**config.mk**
```make
export PLATFORM = sky130hd
export DESIGN_NAME = pio_busctl
export DESIGN_NICKNAME = d
export VERILOG_FILES = /design/src/rtl/pio_busctl_pkg.sv /design/src/rtl/pio_m1_watch.sv /design/src/rtl/pio_vec_reg.sv /design/src/rtl/pio_irq_chain.sv /design/src/rtl/pio_busctl.sv
export SDC_FILE = /design/constraint.sdc
export NUM_CORES = 1
export LEC_CHECK = 0
export BUFFER_PORTS_ARGS = -buffer_cell sky130_fd_sc_hd__buf_2
export CORE_AREA = 8 8 47 49
export DETAILED_ROUTE_END_ITERATION = 10
export DIE_AREA = 0 0 55 57
export PLACE_DENSITY = 0.68
export SLEW_MARGIN = 40
export SYNTH_ARGS = -nofsm -noshare
export SYNTH_HDL_FRONTEND = slang
export SYNTH_SLANG_ARGS = --single-unit
export TNS_END_PERCENT = 50
```
**constraint.sdc**
```tcl
create_clock -name clk -period 1.1 [get_ports clk]
set_clock_uncertainty 0.2 [all_clocks]
set_input_delay 0.22 -clock clk [delete_from_list [all_inputs] [get_ports clk]]
set_output_delay 0.22 -clock clk [all_outputs]
set_load 0.02 [all_outputs]
```
**src/rtl/pio_busctl_pkg.sv**
```systemverilog
package pio_busctl_pkg;

  localparam int unsigned BYTE_W = 8;

  typedef struct packed {
    logic m1;
    logic rd;
    logic iorq;
    logic cs;
  } strobe_t;

  // active-high view of the active-low pins
  function automatic strobe_t strobe_view(input logic m1_n, input logic rd_n,
                                          input logic iorq_n, input logic cs_n);
    strobe_t s;
    s.m1   = ~m1_n;
    s.rd   = ~rd_n;
    s.iorq = ~iorq_n;
    s.cs   = ~cs_n;
    return s;
  endfunction

  function automatic logic is_ack(input strobe_t s);
    return s.m1 & s.iorq;
  endfunction

  function automatic logic is_ctl_write(input strobe_t s, input logic sel);
    return s.cs & sel & s.iorq & ~s.rd & ~s.m1;
  endfunction

  // low bit clear marks a vector word
  function automatic logic is_vector_word(input logic [BYTE_W-1:0] d);
    return ~d[0];
  endfunction

  function automatic logic [BYTE_W-1:0] vector_image(input logic [BYTE_W-2:0] v);
    return {v, 1'b0};
  endfunction

endpackage

```
**src/rtl/pio_m1_watch.sv**
```systemverilog
module pio_m1_watch
  import pio_busctl_pkg::*;
(
  input  logic    clk,
  input  logic    por_n,
  input  strobe_t stb,
  input  logic    ctl_wr,
  output logic    m1_reset,
  output logic    in_reset
);

  logic m1_q;
  logic clean_q;
  logic clean_now;
  logic m1_end;

  // a new M1 starts clean; any RD/IORQ inside it spoils it
  assign clean_now = (m1_q ? clean_q : 1'b1) & ~(stb.rd | stb.iorq);
  assign m1_end    = ~stb.m1 & m1_q;
  assign m1_reset  = m1_end & clean_q;

  always_ff @(posedge clk or negedge por_n) begin
    if (!por_n) begin
      m1_q    <= 1'b0;
      clean_q <= 1'b0;
    end else begin
      m1_q <= stb.m1;
      if (stb.m1) clean_q <= clean_now;
    end
  end

  always_ff @(posedge clk or negedge por_n) begin
    if (!por_n)        in_reset <= 1'b1;
    else if (m1_reset) in_reset <= 1'b1;
    else if (ctl_wr)   in_reset <= 1'b0;
  end

endmodule

```
**src/rtl/pio_vec_reg.sv**
```systemverilog
module pio_vec_reg
  import pio_busctl_pkg::*;
#(
  parameter int unsigned DW = BYTE_W
) (
  input  logic          clk,
  input  logic          por_n,
  input  logic          ctl_wr,
  input  logic [DW-1:0] wr_data,
  output logic          vec_wr,
  output logic [DW-1:0] vec_byte
);

  localparam int unsigned VW = DW - 1;

  logic [VW-1:0] vec_q;

  assign vec_wr = ctl_wr & is_vector_word(wr_data);

  always_ff @(posedge clk or negedge por_n) begin
    if (!por_n)      vec_q <= '0;
    else if (vec_wr) vec_q <= wr_data[DW-1:1];
  end

  assign vec_byte = {vec_q, 1'b0};

endmodule

```
**src/rtl/pio_irq_chain.sv**
```systemverilog
module pio_irq_chain (
  input  logic clk,
  input  logic por_n,
  input  logic ack,
  input  logic in_reset,
  input  logic m1_reset,
  input  logic port_irq,
  input  logic chain_in,
  output logic pending,
  output logic in_service,
  output logic drive,
  output logic chain_out
);

  logic req;
  logic win;

  assign req       = port_irq & ~in_reset;
  assign pending   = req & ~in_service;
  assign chain_out = chain_in & ~pending & ~in_service;
  assign win       = ack & chain_in & pending;

  always_ff @(posedge clk or negedge por_n) begin
    if (!por_n)                     in_service <= 1'b0;
    else if (m1_reset || in_reset)  in_service <= 1'b0;
    else if (win)                   in_service <= 1'b1;
    else if (!port_irq && !ack)     in_service <= 1'b0;
  end

  always_ff @(posedge clk or negedge por_n) begin
    if (!por_n) drive <= 1'b0;
    else        drive <= ack & chain_in & (pending | (in_service & drive));
  end

endmodule

```
**src/rtl/pio_busctl.sv**
```systemverilog
module pio_busctl
  import pio_busctl_pkg::*;
#(
  parameter int unsigned DW = BYTE_W
) (
  input  logic          clk,
  input  logic          por_n,
  input  logic          cs_n,
  input  logic          ctl_sel,
  input  logic          m1_n,
  input  logic          rd_n,
  input  logic          iorq_n,
  input  logic [DW-1:0] wr_data,
  input  logic          port_irq,
  input  logic          chain_in,
  output logic [DW-1:0] vec_out,
  output logic          vec_oe,
  output logic          held_reset,
  output logic          chain_out
);

  strobe_t stb;
  logic    ctl_wr_w;
  logic    vec_wr_w;
  logic    m1_reset_w;
  logic    ack_w;
  logic    pending_w;
  logic    in_service_w;

  assign stb      = strobe_view(m1_n, rd_n, iorq_n, cs_n);
  assign ctl_wr_w = is_ctl_write(stb, ctl_sel);
  assign ack_w    = is_ack(stb);

  pio_m1_watch u_watch (
    .clk      (clk),
    .por_n    (por_n),
    .stb      (stb),
    .ctl_wr   (ctl_wr_w),
    .m1_reset (m1_reset_w),
    .in_reset (held_reset)
  );

  pio_vec_reg #(.DW(DW)) u_vec (
    .clk      (clk),
    .por_n    (por_n),
    .ctl_wr   (ctl_wr_w),
    .wr_data  (wr_data),
    .vec_wr   (vec_wr_w),
    .vec_byte (vec_out)
  );

  pio_irq_chain u_chain (
    .clk        (clk),
    .por_n      (por_n),
    .ack        (ack_w),
    .in_reset   (held_reset),
    .m1_reset   (m1_reset_w),
    .port_irq   (port_irq),
    .chain_in   (chain_in),
    .pending    (pending_w),
    .in_service (in_service_w),
    .drive      (vec_oe),
    .chain_out  (chain_out)
  );

endmodule

```
==> results of run 1 <==
cell families (layout without fill, tap and decap cells):
logic type,Yosys count,count (layout)
flops,12,12
simple gates,11,11
mux,8,8
compound gates,5,5
buf+inv,2,43
other cells,1,1
path summary, 6_finish.rpt:
kind,startpoint,endpoint,slack [ns],cells past startpoint
worst min register to register,u_watch.clean_q$_DFFE_PN0N_,u_chain.in_service$_DFFE_PN0P_,0.30,1
max in group asynchronous,por_n,u_watch.in_reset$_DFFE_PN1P_,0.29,2
worst max register to register,u_watch.in_reset$_DFFE_PN1P_,u_watch.in_reset$_DFFE_PN1P_,-0.10,4
worst min-delay path,wr_data[4],u_vec.vec_q[3]$_DFFE_PN0P_,-0.02,2
worst max-delay path,u_watch.in_reset$_DFFE_PN1P_,chain_out,-0.49,3
min in group asynchronous,por_n,u_vec.vec_q[2]$_DFFE_PN0P_,0.14,2
where the power goes:
group	total (mW)	switching, mW	internal, mW
Sequential	0.562	0.0475	0.514
Combinational	0.454	0.188	0.266
Clock	0.348	0.147	0.201
Total	1.36	0.383	0.981
sequential cells by signal (all words and copies together) (netlist names):
register and flops:
u_watch.m1_q 1, u_chain.in_service 1, u_vec.vec_q 7, u_watch.clean_q 1, u_watch.in_reset 1, u_chain.drive 1
metrics by stage:
step,hold slack [ns],util
after floorplan,-0.2756,-
after global placement,-0.09560,0.4635
after detailed placement,-0.09025,0.4635
after CTS,-0.02684,0.5421
after global routing,-0.03151,0.5603
final,-0.01985,0.5603
worst max-delay path: stages, from the launching register on:
cell and delay, ns:
dfstp_2 0.54, nor2b_2 0.05, nor3b_4 0.18, buf_6 0.14
cell usage after synthesis:
cell and instances:
a21o_1 1, a21oi_1 1, a22oi_1 1, a311oi_1 1, a32o_1 1, and4bb_4 1, buf_4 1, conb_1 1
dfrtp_1 11, dfstp_2 1, inv_1 1, mux2_2 7, mux2i_1 1, nand2_1 2, nand3b_4 1, nor2_1 5
nor2b_1 1, nor3b_1 1
repair_timing:
item,CTS,global route
setup endpoints to repair,19,20
pin swaps,4,1
resized for setup,19,5
endpoints found under the hold margin,20,7
setup buffers,1,3
layout make-up:
class | instances | area, sq um | share of cell area
flip-flops and latches | 12 | 302.8 | 0.3428
repair buffers | 38 | 291.5 | 0.3300
multi-input cells | 25 | 227.7 | 0.2578
clock buffers | 4 | 36.28 | 0.04108
well taps | 17 | 21.27 | 0.02408
inverters | 1 | 3.754 | 0.004249
layer usage:
metal	up-vias	GRT usage	part of all wire
met3	0	0.03377	0.11
met4	0	0.05155	0
met1	213	0.08436	0.35
met2	17	0.1524	0.54
met5	-	0	0
li1	219	-	-
placed cells by master, fill, tap and decap left out, types with 2 or more instances in the layout:
cell / count
mux2_2: 7
buf_2: 16
buf_6: 11
nor2_1: 5
buf_4: 9
clkbuf_4: 3
nand2_1: 2
dlygate4sd3_1: 2
dfrtp_1: 10
==> results by group, run 1 <==
Synth
  – Simple-gate share of the synthesized area: 0.1466
  – Synthesized flop and latch total: 12
  – Syn nets: 56
  – Yosys warns: 0
  – Top cell type's share of synthesized area: 0.5288
  – Mapped Cells: 39
  – Synth area leaders: dfrtp_1, mux2_2, dfstp_2
  – Compound-cell area share of the yosys netlist: 0.07452
  – Mapped Area: ~520 sq um
  – Sequential share of the synthesized area: 0.5793
  – Largest area contributor in the netlist: dfrtp_1
  – XOR/XNOR share of the synthesized area: 0
  – Synth cell types: 18
  – Largest family of logic cells by synthesized area: multiplexers
  – Avg Cell Area, Syn: about 13 sq um
  – Mux share of post-synthesis cell area: 0.1707
  – Synth Area in Adders: 0

Die
  – FP Rows: 15
  – Number of I/O pins: 28
  – Core Region: between 0.0015 and 0.002 sq mm
  – Die W: ~55 um
  – Die area: 0.003135 sq mm
  – Die height: between 50 and 60 um
  – Initial Util: 0.3302

Clocking
  – Clk_lat worst skew: about 0.27 ns
  – CTS Buf Count: 3
  – CTS tree: done
  – Clock root cell: clkbuf_4
  – H-tree depth: 1
  – Reg clk slew, reported paths: around 0.070 ns
  – CTS Sinks: 12
  – Hold_buf cts: 2
  – Max Buffers Root-to-Sink: 2

Detailed routing
  – Avg WL per Cell: about 13 um
  – Drt pass-1 iters: 2
  – Routed vias: around 450
  – Via density: about 4.6
  – WL final: about 1300 um
  – Starting DRT DRC Count: 1
  – DR DRC count: 0
  – Post-route antenna net violation count: 0

Power and ir drop
  – Final Total Pwr: 1.364 mW
  – Lkg Pwr: 0.4585 nW
  – Peak VDD IR: a little under 1 mV
  – Power Density: 1544 mW/mm^2

Placement
  – Cell count after placement: about 90
  – Pre-CTS WS: -0.3364 ns
  – RD Place Congestion: around 0.68
  – Port-buffer cells: 26
  – Area after DPL: approximately 730 sq um
  – Post-DP HPWL: between 1000 and 1500 um

STA
  – Post-route minimum period: 1.594 ns
  – RSZ-0062 raised after global routing: true
  – Final Max Slew Viols: 0
  – Sum Neg Setup Slack: -2.255 ns
  – Final hold slack: -0.01985 ns
  – Crit share post-route: 1.449
  – Final setup violation count: 19
  – F_max: 0.6275 GHz
  – Final hold violation count: 7
  – Setup ws final: -0.4936 ns

Worst setup path
  – Req. time, crit path: around 0.68 ns
  – CP Launch Type: register
  – CP Capture Type: output pin
  – Setup CP Type: reg2out
  – Crit path DAT: ~1.2 ns
  – CP Max Fanout: 2

Min path
  – Hold Path Class: in2reg

Global routing
  – Vias in the first global route: between 500 and 600
  – Initial antenna violation count: 0
  – First-pass GRT wire length: 2132 um
  – Congestion Overflow GR: 0
  – Total track usage: 0.08877
  – Largest net degree at the start of global routing: 13

Finish
  – Ant diodes: 0
  – Share of layout cells above drive strength 1: 0.6750
  – Finished Layout Cells: 97
  – Fillers: 145
  – Design area: between 800 and 900 sq um
  – Nets: 98
  – Area Growth Syn to Fin: 69.71%

Run status
  – Status: finished with violations
  – Failing checks: hold timing, setup timing

Job
  – Max-cap viol count: 0
Power figures use the tool's default switching activity.
==> inputs of run 2 (changes only) <==
--- a/config.mk
+++ b/config.mk
@@ -6,9 +6,9 @@
 export NUM_CORES = 1
 export LEC_CHECK = 0
 export BUFFER_PORTS_ARGS = -buffer_cell sky130_fd_sc_hd__buf_2
-export CORE_AREA = 8 8 47 49
+export CORE_AREA = 2 2 40 42
 export DETAILED_ROUTE_END_ITERATION = 10
-export DIE_AREA = 0 0 55 57
+export DIE_AREA = 0 0 42 44
 export PLACE_DENSITY = 0.68
 export SLEW_MARGIN = 40
 export SYNTH_ARGS = -nofsm -noshare
==> constraint.sdc (replaced) <==
create_clock -name clk -period 1.9 [get_ports clk]
set_clock_uncertainty 0.2 [all_clocks]
set_input_delay 0.38 -clock clk [delete_from_list [all_inputs] [get_ports clk]]
set_output_delay 0.38 -clock clk [all_outputs]
set_load 0.02 [all_outputs]
==> run 2 against run 1 <==
The run now ends clean. Clock power shrank 53%. Via count fell by 8.7%. Cell count is 12% lower. Combinational power down 64%. Global-route usage is 2.4 points higher. Die area down 41%. Setup slack improved by 0.60 ns. Total power decreased by 53%.
==> results by group, run 2 (synthesized netlist as in run 1, its figures left out) <==
Run status
  – Status: complete, no violations

Finish
  – Most common cell after layout, fill and taps aside: buf_2
  – Design area: 704.4 sq um (-20%)
  – Reg with most FFs: u_vec.vec_q
  – Share of layout cells above drive strength 1: 0.5797 (-0.09529)
  – Max reg flops: 7 (unchanged)
  – Nets: 87 (-11%)
  – Area of the multi-input gates: 212.7 sq um (-6.6%)
  – Area Growth Syn to Fin: 35.34%
  – Most frequent cells in the layout: buf_2, dfrtp_1, mux2_2
  – Fillers: 142 (-2.1%)
  – Storage element area: 301.5 sq um (-0.41%)
  – Ant diodes: 0 (unchanged)

Die
  – Number of I/O pins: 28 (unchanged)
  – FP Rows: 14 (-1)
  – Die height: 44 um (-23%)
  – Core Region: 0.001419 sq mm (-10%)
  – Die W: 42 um (-24%)
  – Die area: 0.001848 sq mm (-41%)
  – Initial Util: 0.3668 (+0.03668)

Global routing
  – Met3 usage: 0.04167 (+0.007900)
  – Initial antenna violation count: 0 (unchanged)
  – GRT busiest layer: met2
  – Largest net degree at the start of global routing: 13 (unchanged)
  – Met1 usage: 0.1273 (+0.04297)
  – Met2 usage: 0.1969 (+0.04452)
  – Vias in the first global route: 400 (-24%)
  – Congestion Overflow GR: 0 (unchanged)
  – First-pass GRT wire length: 1552 um (-27%)
  – Total track usage: 0.1127 (+0.02392)

Worst setup path
  – Req. time, crit path: 1.32 ns (+0.64 ns)
  – Reg2Reg Depth: 3 (-1)
  – Crit path DAT: 1.21 ns (+0.04 ns)
  – CP Max Fanout: 4 (+2)
  – Crit path max-delay family: flip-flops
  – Critical Path Max Stage Delay: 0.55 ns (about the same)
  – Critical R2R Launch: u_chain.in_service$_DFFE_PN0P_
  – Critical R2R Capture: u_chain.in_service$_DFFE_PN0P_
  – CP Capture Type: output pin
  – Worst path cell trace: nor2b_1, nor3b_2, buf_2
  – Setup CP Type: reg2out
  – Reg2reg setup slack: 0.77 ns (+0.87 ns)
  – Crit path buf inv count: 1 (unchanged)
  – Max stage delay cell, worst path: dfstp_2
  – CP Launch Type: register

Clocking
  – Clock root cell: clkbuf_4
  – CTS Buf Count: 3 (unchanged)
  – CTS Sinks: 12 (unchanged)
  – Clk_lat worst skew: 0.26 ns (about the same)
  – H-tree depth: 1 (unchanged)
  – Max Buffers Root-to-Sink: 2 (unchanged)
  – Reg clk slew, reported paths: 0.07 ns (about the same)
  – CTS tree: done
  – Post CTS Setup Buffer Count: 0 (-1)

STA
  – Sum Neg Setup Slack: 0 ns (+2.255 ns)
  – Final hold violation count: 0 (-7)
  – RSZ-0062 raised after global routing: false
  – Final setup violation count: 0 (-19)
  – Final hold slack: 0.1398 ns (+0.1596 ns)
  – F_max: 0.5581 GHz
  – Crit share post-route: 0.9431
  – Final Max Slew Viols: 0 (unchanged)
  – Post-route minimum period: 1.792 ns

Detailed routing
  – Via density: 4.824 (+4.2%)
  – Post-route antenna net violation count: 0 (unchanged)
  – Starting DRT DRC Count: 5 (+4)
  – Routed vias: 410 (-8.7%)
  – Drt pass-1 iters: 2 (unchanged)
  – WL final: 917 um (-28%)
  – Avg WL per Cell: 10.79 um (-17%)
  – DR DRC count: 0 (unchanged)

Min path
  – Hold path endpoint: u_watch.m1_q$_DFF_PN0_
  – Min-delay src: m1_n
  – Hold path cells: 2 (unchanged)
  – Hold Path Class: in2reg

Power and ir drop
  – Lkg Pwr: 0.3826 nW (-17%)
  – Peak VDD IR: 0.4777 mV (-51%)
  – Power Density: 914.0 mW/mm^2 (-41%)
  – Final Total Pwr: 643.9 uW (-53%)

Placement
  – Area after DPL: 663.1 sq um (-9.2%)
  – Post-DP HPWL: 727.3 um (-31%)
  – RD Place Congestion: 0.6083 (-10%)
  – Port-buffer cells: 26 (unchanged)

Job
  – Max-cap viol count: 0 (unchanged)
==> run 2: worst reg2reg max path: cells and delay by family (launching register included) <==
family	cells	cell delay (ns)
DFF	1	0.43
AOI/OAI and AO/OA	3	0.39
==> run 2: how the worst max path moves through the flow <==
| stage | slack (ns) | to | depth (start not counted) | from |
|---|---|---|---|---|
| floorplan | 0.13 | chain_out | 2 | u_watch.in_reset$_DFFE_PN1P_ |
| global placement | 0.32 | u_vec.vec_q[5]$_DFFE_PN0P_ | 4 | iorq_n |
| detailed placement | 0.30 | u_vec.vec_q[3]$_DFFE_PN0P_ | 4 | iorq_n |
| CTS | 0.04 | chain_out | 3 | u_watch.in_reset$_DFFE_PN1P_ |
| global route | 0.04 | chain_out | 3 | u_watch.in_reset$_DFFE_PN1P_ |
| finish | 0.11 | chain_out | 3 | u_watch.in_reset$_DFFE_PN1P_ |
==> run 2: repair_timing <==
item	in CTS	in global routing
endpoints found under the setup margin	0	1
hold buffers	1	0
gates resized for setup	0	1
endpoints found under the hold margin	11	0
==> run 2: per-stage QoR <==
step	cells	util	setup WS [ns]
final	85	0.4965	0.1081
after global routing	85	0.4965	0.03990
after CTS	85	0.4929	0.03619
after detailed placement	80	0.4674	0.3036
after global placement	80	0.4674	0.3244
after floorplan	39	-	0.1328
==> run 2: power by group <==
group	internal (mW)	switching [mW]
registers	0.297	0.0206
clock network	0.0812	0.0804
logic	0.0732	0.0910
==> run 2: area by class of cell <==
| cell class | count | area share |
|---|---|---|
| clock buffers | 4 | 0.03730 |
| inverters | 1 | 0.005329 |
| multi-input cells | 25 | 0.3020 |
| flip-flops and latches | 12 | 0.4281 |
| well taps | 16 | 0.02842 |
| repair buffers | 27 | 0.1989 |
==> run 2: layer usage <==
layer,vias to the layer above,wire (um)
li1,195,-
met1,199,369
met2,16,485
met3,0,62
met4,0,0
met5,-,0
